===== src/rtl/lcbank_pkg.sv =====
package lcbank_pkg;
  localparam int unsigned MODE_W = 4;
  // Mode bit positions: these are decoded by the map and status logic
  localparam int unsigned MB_WR   = 0;
  localparam int unsigned MB_RSEL = 1;
  localparam int unsigned MB_BANK = 3;
  localparam logic [MODE_W-1:0] MODE_MASK  = 4'b1011;
  localparam logic [MODE_W-1:0] MODE_RESET = 4'b0010;

  function automatic logic mode_reads_rom(input logic [MODE_W-1:0] m);
    return m[MB_WR] ^ m[MB_RSEL];
  endfunction
endpackage


===== src/rtl/lcbank_state.sv =====
module lcbank_state
  import lcbank_pkg::*;
#(
  parameter int unsigned ADDR_W = 16,
  parameter int unsigned SW_LOW_W = 4,
  parameter logic [ADDR_W-1:0] SW_BASE = 16'hC080
) (
  input  logic              clk,
  input  logic              rst_n,
  input  logic              acc_valid,
  input  logic [ADDR_W-1:0] acc_addr,
  output logic              sw_hit,
  output logic [MODE_W-1:0] mode_q
);
  assign sw_hit = acc_valid &&
                  (acc_addr[ADDR_W-1:SW_LOW_W] == SW_BASE[ADDR_W-1:SW_LOW_W]);

  always_ff @(posedge clk or negedge rst_n) begin
    if (!rst_n)      mode_q <= MODE_RESET;
    else if (sw_hit) mode_q <= acc_addr[MODE_W-1:0] & MODE_MASK;
  end
endmodule


===== src/rtl/lcbank_map.sv =====
module lcbank_map
  import lcbank_pkg::*;
#(
  parameter int unsigned ADDR_W = 16,
  parameter logic [ADDR_W-1:0] WIN_BASE = 16'hD000,
  parameter logic [ADDR_W-1:0] BANK_SIZE = 16'h1000
) (
  input  logic              acc_valid,
  input  logic              acc_we,
  input  logic [ADDR_W-1:0] acc_addr,
  input  logic              altzp,
  input  logic [MODE_W-1:0] mode_q,
  output logic              region_hit,
  output logic              rom_read,
  output logic              ram_we,
  output logic              ram_aux,
  output logic [ADDR_W-1:0] ram_addr
);
  localparam logic [ADDR_W:0] BANK_END = {1'b0, WIN_BASE} + {1'b0, BANK_SIZE};

  logic in_bank_page;

  assign region_hit   = (acc_addr >= WIN_BASE);
  assign in_bank_page = region_hit && ({1'b0, acc_addr} < BANK_END);

  always_comb begin
    rom_read = region_hit && mode_reads_rom(mode_q);
    ram_we   = acc_valid && acc_we && region_hit && mode_q[MB_WR];
    ram_aux  = region_hit && altzp;
    ram_addr = (in_bank_page && mode_q[MB_BANK]) ? (acc_addr - BANK_SIZE) : acc_addr;
  end
endmodule


===== src/rtl/lcbank_status.sv =====
module lcbank_status
  import lcbank_pkg::*;
#(
  parameter int unsigned ADDR_W = 16,
  parameter int unsigned DATA_W = 8,
  parameter logic [ADDR_W-1:0] STAT_BANK = 16'hC011,
  parameter logic [ADDR_W-1:0] STAT_SRC  = 16'hC012
) (
  input  logic              acc_valid,
  input  logic              acc_we,
  input  logic [ADDR_W-1:0] acc_addr,
  input  logic              sw_hit,
  input  logic [MODE_W-1:0] mode_q,
  output logic              stat_hit,
  output logic [DATA_W-1:0] stat_data
);
  logic rd, hit_bank, hit_src;

  assign rd       = acc_valid && !acc_we;
  assign hit_bank = rd && (acc_addr == STAT_BANK);
  assign hit_src  = rd && (acc_addr == STAT_SRC);

  always_comb begin
    stat_hit  = hit_bank || hit_src || (sw_hit && !acc_we);
    stat_data = '0;
    if (hit_bank)     stat_data[DATA_W-1] = !mode_q[MB_BANK];
    else if (hit_src) stat_data[DATA_W-1] = !mode_reads_rom(mode_q);
  end
endmodule


===== src/rtl/lcbank_ctrl.sv =====
module lcbank_ctrl
  import lcbank_pkg::*;
#(
  parameter int unsigned ADDR_W = 16,
  parameter int unsigned DATA_W = 8
) (
  input  logic              clk,
  input  logic              rst_n,
  input  logic              acc_valid,
  input  logic              acc_we,
  input  logic [ADDR_W-1:0] acc_addr,
  input  logic              altzp,
  output logic              region_hit,
  output logic              rom_read,
  output logic              ram_we,
  output logic              ram_aux,
  output logic [ADDR_W-1:0] ram_addr,
  output logic              stat_hit,
  output logic [DATA_W-1:0] stat_data
);
  logic              sw_hit;
  logic [MODE_W-1:0] mode_q;

  lcbank_state #(.ADDR_W(ADDR_W)) u_state (
    .clk(clk), .rst_n(rst_n), .acc_valid(acc_valid), .acc_addr(acc_addr),
    .sw_hit(sw_hit), .mode_q(mode_q)
  );

  lcbank_map #(.ADDR_W(ADDR_W)) u_map (
    .acc_valid(acc_valid), .acc_we(acc_we), .acc_addr(acc_addr), .altzp(altzp),
    .mode_q(mode_q), .region_hit(region_hit), .rom_read(rom_read),
    .ram_we(ram_we), .ram_aux(ram_aux), .ram_addr(ram_addr)
  );

  lcbank_status #(.ADDR_W(ADDR_W), .DATA_W(DATA_W)) u_status (
    .acc_valid(acc_valid), .acc_we(acc_we), .acc_addr(acc_addr),
    .sw_hit(sw_hit), .mode_q(mode_q), .stat_hit(stat_hit), .stat_data(stat_data)
  );
endmodule


===== config.mk =====
export PLATFORM = sky130hd
export DESIGN_NAME = lcbank_ctrl
export DESIGN_NICKNAME = d
export VERILOG_FILES = /design/src/rtl/lcbank_pkg.sv /design/src/rtl/lcbank_state.sv /design/src/rtl/lcbank_map.sv /design/src/rtl/lcbank_status.sv /design/src/rtl/lcbank_ctrl.sv
export SDC_FILE = /design/constraint.sdc
export NUM_CORES = 1
export LEC_CHECK = 0
export BUFFER_PORTS_ARGS = -buffer_cell sky130_fd_sc_hd__buf_2
export CAP_MARGIN = 0
export CORE_AREA = 2 2 44 46
export DETAILED_ROUTE_END_ITERATION = 8
export DIE_AREA = 0 0 46 48
export GPL_ROUTABILITY_DRIVEN = 1
export MAX_ROUTING_LAYER = met4
export PLACE_DENSITY = 0.73
export SYNTH_ARGS = -nofsm -noshare
export SYNTH_HDL_FRONTEND = slang
export SYNTH_SLANG_ARGS = --single-unit

===== constraint.sdc =====
create_clock -name clk -period 1.1 [get_ports clk]
set_clock_uncertainty 0.1 [all_clocks]
set_input_delay 0.11 -clock clk [delete_from_list [all_inputs] [get_ports clk]]
set_output_delay 0.11 -clock clk [all_outputs]
set_load 0.03 [all_outputs]

==> flow_metrics.env, run 1 <==
export IMPL_instances_no_fill=130
export IMPL_synth_xor_area_share_pct=3.17
export IMPL_drtIter0Drc=4
export IMPL_violations="negative setup slack"
export IMPL_syn2layout_area_growth_pct=91.8
export IMPL_layout_top_registers="u_state.mode_q (3)"
export IMPL_reg2reg_slack_ns=0.08
export IMPL_grt_start_max_net_pins=6
export IMPL_grt_antenna_before_repair=0
export IMPL_final_core_util_pct=62.7
export IMPL_overflow=0
export IMPL_crit_fanout=3
export IMPL_synth_top_family_by_area="simple AND/OR/NAND/NOR gates"
export IMPL_rr_endpoint="u_state.mode_q[0]$_DFFE_PN0P_"
export IMPL_clock_path_buffers=2
export IMPL_antenna_diode_count=0
export IMPL_grtUsageTotal_pct=17.8
export IMPL_rsz0062_at_grt="true"
export IMPL_syn_avg_cell_area_um2=8.62
export IMPL_synth_top_area_share_pct=25.9
export IMPL_ir_drop_mv=0.335
export IMPL_root_buffer="clkbuf_4"
export IMPL_p_per_area_mw_per_mm2=628
export IMPL_post_route_period_util_pct=140
export IMPL_synth_area_top_cells="buf_4 (26%), dfrtp_1 (9.1%), mux2_4 (8.2%)"
export IMPL_mostFrequentLayoutCells="buf_2 (29), buf_4 (17), buf_6 (11)"
export IMPL_dr_pass1_iters=2
export IMPL_start_kind="input pin"
export IMPL_cp_required_ns=0.89
export IMPL_die_x_um=46
export IMPL_setup_ws_ns=-0.439
export IMPL_die_area_mm2=0.00221
export IMPL_setup_violations=12
export IMPL_core_mm2=0.00169
export IMPL_async_flop_share_pct=100
export IMPL_status="finished, violations left"
export IMPL_place_inst=123
export IMPL_hp_class="in -> async"
export IMPL_grt_pass1_vias=614
export IMPL_drv_cap=0
export IMPL_layout_min_cycle_time_ns=1.54
export IMPL_synth_simple_gate_area_share_pct=31.7
export IMPL_clkTransAtPathRegs_ns=0.04
export IMPL_hold_slack_ns=0.0972
export IMPL_final_nets=138
export IMPL_mostFrequentLayoutCell="buf_2"
export IMPL_syn_inst=64
export IMPL_grt_pass1_wl_um=2720
export IMPL_yosys_warnings=0
export IMPL_slowest_stage="a21oi_2"
export IMPL_crit_buf_inv=3
export IMPL_largest_reg_flops=3
export IMPL_rr_startpoint="u_state.mode_q[0]$_DFFE_PN0P_"
export IMPL_wirelength_um=1740
export IMPL_drc_errors=0
export IMPL_r2r_cells=2
export IMPL_path_cells="buf_12 > inv_16 > ha_4 > nor4b_4 > nand4_1 > a21oi_2 > xnor2_2 > buf_6"
export IMPL_final_layout_size_suffix_gt1_share_pct=78.8
export IMPL_final_hold_violation_count=0
export IMPL_nFillCells=146
export IMPL_cts_tree="yes"
export IMPL_die_height_um=48
export IMPL_synth_ff_type="dfrtp_1"
export IMPL_crit_family="simple AND/OR/NAND/NOR gates"
export IMPL_cts_buffers=3
export IMPL_max_stage_delay_ns=0.25
export IMPL_clkLatencyLatePin_ns=0.23
export IMPL_drv_slew=0
export IMPL_synth_area_um2=552
export IMPL_wire_per_inst_um=13.4
export IMPL_hpwlAfterDp_um=1400
export IMPL_ys_seq_area_share_pct=13.8
export IMPL_crit_type="in -> out"
export IMPL_initial_utilization_pct=32.7
export IMPL_vias=601
export IMPL_postRouteAntennaNets=0
export IMPL_endpoint_kind="primary output"
export IMPL_p_leak_uw=0.000546
export IMPL_synth_adder_area_share_pct=6.80
export IMPL_synth_top_area_cell="buf_4"
export IMPL_dp_worst_setup_slack_ns=-0.616
export IMPL_ys_seq_elements=3
export IMPL_synth_compound_area_share_pct=7.03
export IMPL_fmax_mhz=650
export IMPL_portBuffers=42
export IMPL_htree_num_levels=1
export IMPL_io_pins=50
export IMPL_cp_arrival_ns=1.33
export IMPL_viasPerCell=4.62
export IMPL_placementRows=15
export IMPL_finalWeightedCongestion=0.784
export IMPL_ys_types=30
export IMPL_synth_edf_count=0
export IMPL_clock_sinks=3
export IMPL_synthMuxAreaShare_pct=8.16
export IMPL_regMostFlops="u_state.mode_q"
-- area by class of cell --
| cell class | count | area [um2] | share of cell area [%] |
|---|---|---|---|
| Clock buffer | 4 | 26.3 | 2.48 |
| Multi-Input combinational cell | 44 | 474 | 44.8 |
| Sequential cell | 3 | 77.6 | 7.33 |
| Inverter | 3 | 32.5 | 3.07 |
| Timing Repair Buffer | 59 | 427 | 40.3 |
| Tap cell | 17 | 21.3 | 2.01 |
-- per-layer routing --
layer / wire length [um] / track usage (%) / vias up / share of wire, %
met4: 0 / 5.14 / 0 / 0
met1: 633 / 18.2 / 284 / 36
li1: - / - / 291 / -
met5: 0 / - / - / 0
met2: 1000 / 35.0 / 26 / 58
met3: 102 / 1.89 / 0 / 5.9
-- timing repair --
item,CTS,global route
hold buffers,1,0
endpoints found under the hold margin,3,0
buffers inserted,1,1
gates resized for setup,30,3
pin swaps,13,5
endpoints found under the setup margin,12,12
cloned,0,0
-- synth_stat cells (2+ instances only) --
master / instances
nor2b_1: 2
buf_4: 19
dfrtp_1: 2
nand2b_1: 2
inv_1: 3
o22ai_1: 2
ha_1: 3
and2_1: 3
nand4_1: 2
nand2_1: 4
mux2_4: 3
-- cell families (layout without fill, tap and decap cells) --
kind of cell	after synthesis	after routing
AO/OA/AOI/OAI	6	6
adder cells (fa/ha/maj)	3	3
XOR/XNOR	2	2
flip-flops	3	3
AND/OR/NAND/NOR	23	23
other	1	7
buffers and inverters	23	66
multiplexers	3	3
-- per-stage QoR --
| step | TNS [ns] | cell area, um2 | total power, uW |
|---|---|---|---|
| floorplan | -1.84 | 691 | 332 |
| global placement | -5.23 | 881 | 415 |
| detailed placement | -5.87 | 881 | 422 |
| CTS | -3.78 | 1040 | 670 |
| global route | -4.33 | 1060 | 709 |
| finish | -3.62 | 1060 | 665 |
-- power breakdown --
group / switching, uW / internal (uW) / total, uW / leakage, uW
clock: 61.4 / 136 / 198 / 0.0000150
combinational: 205 / 150 / 355 / 0.000495
sequential: 0.617 / 112 / 112 / 0.0000366
-- worst max-delay path by stage --
stage / start / to / slack [ns] / cells past startpoint
after global routing: acc_addr[13] / ram_addr[12] / -0.52 / 8
after floorplan: acc_addr[13] / ram_we / -0.22 / 6
after detailed placement: acc_addr[13] / ram_addr[12] / -0.62 / 8
final: acc_addr[13] / ram_addr[12] / -0.44 / 8
after global placement: acc_addr[13] / ram_we / -0.53 / 8
after CTS: acc_addr[13] / ram_addr[12] / -0.49 / 8
(Power assumes the default switching activity.)
==> run 2: changes to the inputs <==
==> constraint.sdc (replaced) <==
create_clock -name clk -period 1.1 [get_ports clk]
set_clock_uncertainty 0.1 [all_clocks]
set_input_delay 0.055 -clock clk [delete_from_list [all_inputs] [get_ports clk]]
set_output_delay 0.055 -clock clk [all_outputs]
set_load 0.03 [all_outputs]
==> run 2 against run 1 <==
The run still ends with negative setup slack left. Sequential power about the same. Sequential share of layout area about the same. Combinational power decreased by 3%. Non-clock buffer count unchanged. Via count decreased by 4.5%. Critical endpoint is now stat_data[7].
==> flow_metrics.env, run 2 (synthesis results as in run 1) <==
export IMPL_hpwlAfterDp_um=1250
export IMPL_grt_pass1_wl_um=2160
export IMPL_p_leak_uw=0.000543
export IMPL_cts_tree="yes"
export IMPL_clkTransAtPathRegs_ns=0.04
export IMPL_io_pins=50
export IMPL_finalWeightedCongestion=0.827
export IMPL_violations="negative setup slack"
export IMPL_wire_per_inst_um=11.6
export IMPL_ir_drop_mv=0.453
export IMPL_cp_arrival_ns=1.32
export IMPL_drc_errors=0
export IMPL_layout_min_cycle_time_ns=1.48
export IMPL_cts_buffers=3
export IMPL_overflow=0
export IMPL_rsz0062_at_grt="true"
export IMPL_rr_endpoint="u_state.mode_q[0]$_DFFE_PN0P_"
export IMPL_wirelength_um=1510
export IMPL_grt_pass1_vias=536
export IMPL_core_mm2=0.00169
export IMPL_postRouteAntennaNets=0
export IMPL_crit_type="reg -> out"
export IMPL_antenna_diode_count=0
export IMPL_portBuffers=42
export IMPL_cp_required_ns=0.94
export IMPL_largest_reg_flops=3
export IMPL_multiInputGateArea_um2=465
export IMPL_rr_startpoint="u_state.mode_q[0]$_DFFE_PN0P_"
export IMPL_final_layout_size_suffix_gt1_share_pct=77.9
export IMPL_crit_fanout=2
export IMPL_mostFrequentLayoutCells="buf_2 (29), buf_4 (17), buf_6 (11)"
export IMPL_grtUsageTotal_pct=14.0
export IMPL_die_area_mm2=0.00221
export IMPL_slowest_stage="dfstp_2"
export IMPL_post_route_period_util_pct=134
export IMPL_final_nets=138
export IMPL_register_area_um2=76.3
export IMPL_start_kind="register"
export IMPL_setup_violations=12
export IMPL_regMostFlops="u_state.mode_q"
export IMPL_hp_class="in -> async"
export IMPL_grt_use_met1_pct=14.6
export IMPL_grt_start_max_net_pins=6
export IMPL_vias=574
export IMPL_use_met2_pct=26.9
export IMPL_die_x_um=46
export IMPL_top_usage_layer="met2"
export IMPL_fin_setup_tns_ns=-2.38
export IMPL_die_height_um=48
export IMPL_initial_utilization_pct=32.7
export IMPL_r2r_cells=2
export IMPL_fmax_mhz=678
export IMPL_drtIter0Drc=6
export IMPL_root_buffer="clkbuf_4"
export IMPL_syn2layout_area_growth_pct=89.6
export IMPL_mostFrequentLayoutCell="buf_2"
export IMPL_max_stage_delay_ns=0.55
export IMPL_path_cells="xor2_2 > o22ai_1 > nor2b_2 > buf_6"
export IMPL_endpoint_kind="primary output"
export IMPL_grtUsageMet3_pct=0.755
export IMPL_nFillCells=150
export IMPL_placementRows=15
export IMPL_layout_top_registers="u_state.mode_q (3)"
export IMPL_drv_slew=0
export IMPL_htree_num_levels=1
export IMPL_clock_path_buffers=2
export IMPL_clkLatencyLatePin_ns=0.23
export IMPL_setup_ws_ns=-0.375
export IMPL_dp_worst_setup_slack_ns=-0.425
export IMPL_grt_antenna_before_repair=0
export IMPL_post_route_cell_area_mm2=0.00105
export IMPL_viasPerCell=4.42
export IMPL_clock_sinks=3
export IMPL_dr_pass1_iters=2
export IMPL_p_per_area_mw_per_mm2=629
export IMPL_status="finished, violations left"
export IMPL_reg2reg_slack_ns=0.07
export IMPL_placed_area_um2=865
export IMPL_drv_cap=0
export IMPL_final_hold_violation_count=0
run 2: metrics by stage:
| stage | instances | hold WS [ns] | total power (uW) | util [%] |
|---|---|---|---|---|
| floorplan | 70 | -0.341 | 328 | - |
| global placement | 123 | -0.250 | 412 | 51.2 |
| detailed placement | 123 | -0.244 | 415 | 51.2 |
| CTS | 130 | 0.0357 | 666 | 61.6 |
| global route | 130 | 0.0504 | 702 | 61.9 |
| finish | 130 | 0.0427 | 658 | 61.9 |
run 2: area by class of cell:
type | instances | share of cell area [%]
Clock buffer | 4 | 2.51
Inverter | 3 | 2.87
Multi-Input combinational cell | 44 | 44.5
Sequential cell | 3 | 7.30
Timing Repair Buffer | 59 | 40.8
Tap cell | 17 | 2.03
run 2: routing by layer:
layer  up-vias  wire [um]
met5         -          0
met4         0          0
met1       258        598
met2        25        813
met3         0         99
li1        291          -
run 2: worst max-delay path: cells and delay by family (launching register included):
kind,cells,cell delay (ns)
AOI/OAI and AO/OA,1,0.08
xor gates and xnor gates,1,0.17
buffers and inverters,1,0.13
DFF,1,0.55
and+or+nand+nor,1,0.15
run 2: how the worst max path moves through the flow:
stage                                  start                       endpoint  cells after the start
6_report       u_state.mode_q[1]$_DFFE_PN1P_                   stat_data[7]                      4
5_1_grt        u_state.mode_q[1]$_DFFE_PN1P_                   stat_data[7]                      4
4_1_cts        u_state.mode_q[1]$_DFFE_PN1P_                   stat_data[7]                      4
3_5_place_dp                    acc_addr[13]                         ram_we                      8
3_3_place_gp                    acc_addr[13]                   ram_addr[12]                      8
2_1_floorplan                    acc_addr[8]  u_state.mode_q[0]$_DFFE_PN0P_                      4
run 2: timing repair:
item                                    CTS  global route
pin swaps                                10             3
resized for setup                        31             1
hold buffers                              1             0
endpoints found under the setup margin   12            12
setup buffers                             2             0
endpoints found under the hold margin     3             0
run 2: power by group:
group          switching [uW]  total [uW]  leakage, uW  internal (uW)
sequential              0.607         112    0.0000382            112
clock                    64.1         201    0.0000150            136
combinational             200         345     0.000490            146
==> run 3: changes to the inputs <==
CORE_AREA = 2 2 43 45   (was 2 2 44 46)
DIE_AREA = 0 0 45 47   (was 0 0 46 48)
PLACE_DENSITY = 0.74   (was 0.73)
RECOVER_POWER = 25   (was unset)
clock period = 1.65 ns   (was 1.1 ns; I/O delays follow)
==> run 3 against run 2 <==
The flow now finishes without violations. Via count is 8.0% lower. Wire length is 15% lower. Setup slack better by 0.47 ns. Sequential power is 33% lower. Non-clock buffer count is 15 lower. First-iteration DRC count is 50% higher. Critical path type is now in -> out. Critical endpoint is now ram_we. Largest power group unchanged.
==> flow_metrics.env, run 3 (synthesis results as in run 1) <==
export IMPL_mostFrequentLayoutCells="buf_2 (36), conb_1 (7), clkbuf_1 (5)"
export IMPL_finalWeightedCongestion=0.822
export IMPL_setup_violations=0
export IMPL_grt_pass1_vias=454
export IMPL_portBuffers=42
export IMPL_post_route_period_util_pct=94.2
export IMPL_vias=528
export IMPL_die_height_um=47
export IMPL_core_mm2=0.00165
export IMPL_clkLatencyLatePin_ns=0.23
export IMPL_htree_num_levels=1
export IMPL_postRouteAntennaNets=0
export IMPL_endpoint_kind="primary output"
export IMPL_drc_errors=0
export IMPL_setup_ws_ns=0.0963
export IMPL_crit_fanout=5
export IMPL_power_switching_uw=153
export IMPL_layout_min_cycle_time_ns=1.55
export IMPL_overflow=0
export IMPL_drv_slew=0
export IMPL_clock_path_buffers=2
export IMPL_final_layout_size_suffix_gt1_share_pct=56.1
export IMPL_io_pins=50
export IMPL_crit_type="in -> out"
export IMPL_final_nets=123
export IMPL_start_kind="input pin"
export IMPL_antenna_diode_count=0
export IMPL_largest_reg_flops=3
export IMPL_hp_class="in -> reg"
export IMPL_p_sw_share_pct=41.4
export IMPL_root_buffer="clkbuf_4"
export IMPL_mostFrequentLayoutCell="buf_2"
export IMPL_final_hold_violation_count=0
export IMPL_fmax_mhz=644
export IMPL_power_frac_clock_pct=35.0
export IMPL_placementRows=15
export IMPL_layout_top_registers="u_state.mode_q (3)"
export IMPL_p_per_area_mw_per_mm2=509
export IMPL_regMostFlops="u_state.mode_q"
export IMPL_cts_buffers=3
export IMPL_syn2layout_area_growth_pct=31.3
export IMPL_clock_sinks=3
export IMPL_die_area_mm2=0.00212
export IMPL_power_frac_seq_pct=20.3
export IMPL_clkTransAtPathRegs_ns=0.04
export IMPL_wirelength_um=1290
export IMPL_hpwlAfterDp_um=1090
export IMPL_cp_arrival_ns=1.37
export IMPL_cp_required_ns=1.47
export IMPL_grt_antenna_before_repair=0
export IMPL_drv_cap=0
export IMPL_initial_utilization_pct=33.4
export IMPL_placed_area_um2=659
export IMPL_viasPerCell=4.59
export IMPL_die_x_um=45
export IMPL_drtIter0Drc=9
export IMPL_p_int_uw=216
export IMPL_grt_pass1_wl_um=1880
export IMPL_wire_per_inst_um=11.2
export IMPL_post_route_cell_area_um2=724
export IMPL_status="finished, final reports clean"
export IMPL_grt_start_max_net_pins=6
export IMPL_p_leak_uw=0.000427
export IMPL_dr_pass1_iters=3
export IMPL_p_comb_share_pct=44.7
export IMPL_cts_tree="yes"
export IMPL_dp_worst_setup_slack_ns=0.0269
export IMPL_grtUsageTotal_pct=12.5
export IMPL_ir_drop_mv=0.203
-- run 3: worst max-delay path, cell delays in order --
cell and delay, ns:
buf_2 0.11, inv_1 0.12, ha_1 0.15, nor4b_2 0.18, nand4_1 0.20, nand2_2 0.17, and4_1 0.20, buf_4 0.15
-- run 3: cell type report --
| class | instances | area [um2] |
|---|---|---|
| Fill cell | 173 | 927 |
| Multi-Input combinational cell | 44 | 362 |
| Timing Repair Buffer | 44 | 228 |
| Sequential cell | 3 | 76.3 |
| Clock buffer | 4 | 26.3 |
| Tap cell | 17 | 21.3 |
| Inverter | 3 | 11.3 |
-- run 3: metal layers --
metal	part of all wire (%)	global-route usage (%)	vias up
met2	57	21.7	22
met4	0	3.53	0
met3	4.7	2.31	0
met1	38	14.6	243
li1	-	-	263
met5	0	-	-
-- run 3: final timing paths --
kind,from,to,slack (ns),cells past startpoint
worst max-delay path,acc_addr[13],ram_we,0.1,8
worst min-delay path,acc_addr[3],u_state.mode_q[3]$_DFFE_PN0P_,0.01,2
worst max register to register,u_state.mode_q[3]$_DFFE_PN0P_,u_state.mode_q[3]$_DFFE_PN0P_,0.74,1
worst min register to register,u_state.mode_q[0]$_DFFE_PN0P_,u_state.mode_q[0]$_DFFE_PN0P_,0.46,1
max in group asynchronous,rst_n,u_state.mode_q[1]$_DFFE_PN1P_,1.13,2
min in group asynchronous,rst_n,u_state.mode_q[0]$_DFFE_PN0P_,0.09,2
-- run 3: repair_timing --
item                       CTS  global route
hold endpoints to repair     3             0
gates resized for setup      0             7
hold buffers                 1             0
setup endpoints to repair    0             6
buffers inserted             0             1
-- run 3: per-stage QoR --
| stage | total power (uW) | utilization (%) | hold slack (ns) | setup TNS [ns] | cells |
|---|---|---|---|---|---|
| 4_1_cts | 373 | 42.1 | 0.00574 | 0 | 114 |
| 6_report | 369 | 43.9 | 0.0124 | 0 | 115 |
| 3_5_place_dp | 234 | 39.9 | -0.220 | 0 | 109 |
| 2_1_floorplan | 207 | - | -0.313 | 0 | 70 |
| 3_3_place_gp | 233 | 39.9 | -0.222 | 0 | 109 |
| 5_1_grt | 392 | 43.9 | 0.0170 | -0.0254 | 115 |
-- run 3: power by group through the flow --
stage	Clock (uW)	Combinational (uW)	Sequential (uW)
after global routing	141	176	74.8
final	129	165	74.8
after global placement	0	157	75.7
after floorplan	0	131	75.6
after detailed placement	0	159	75.7
after CTS	137	161	74.8
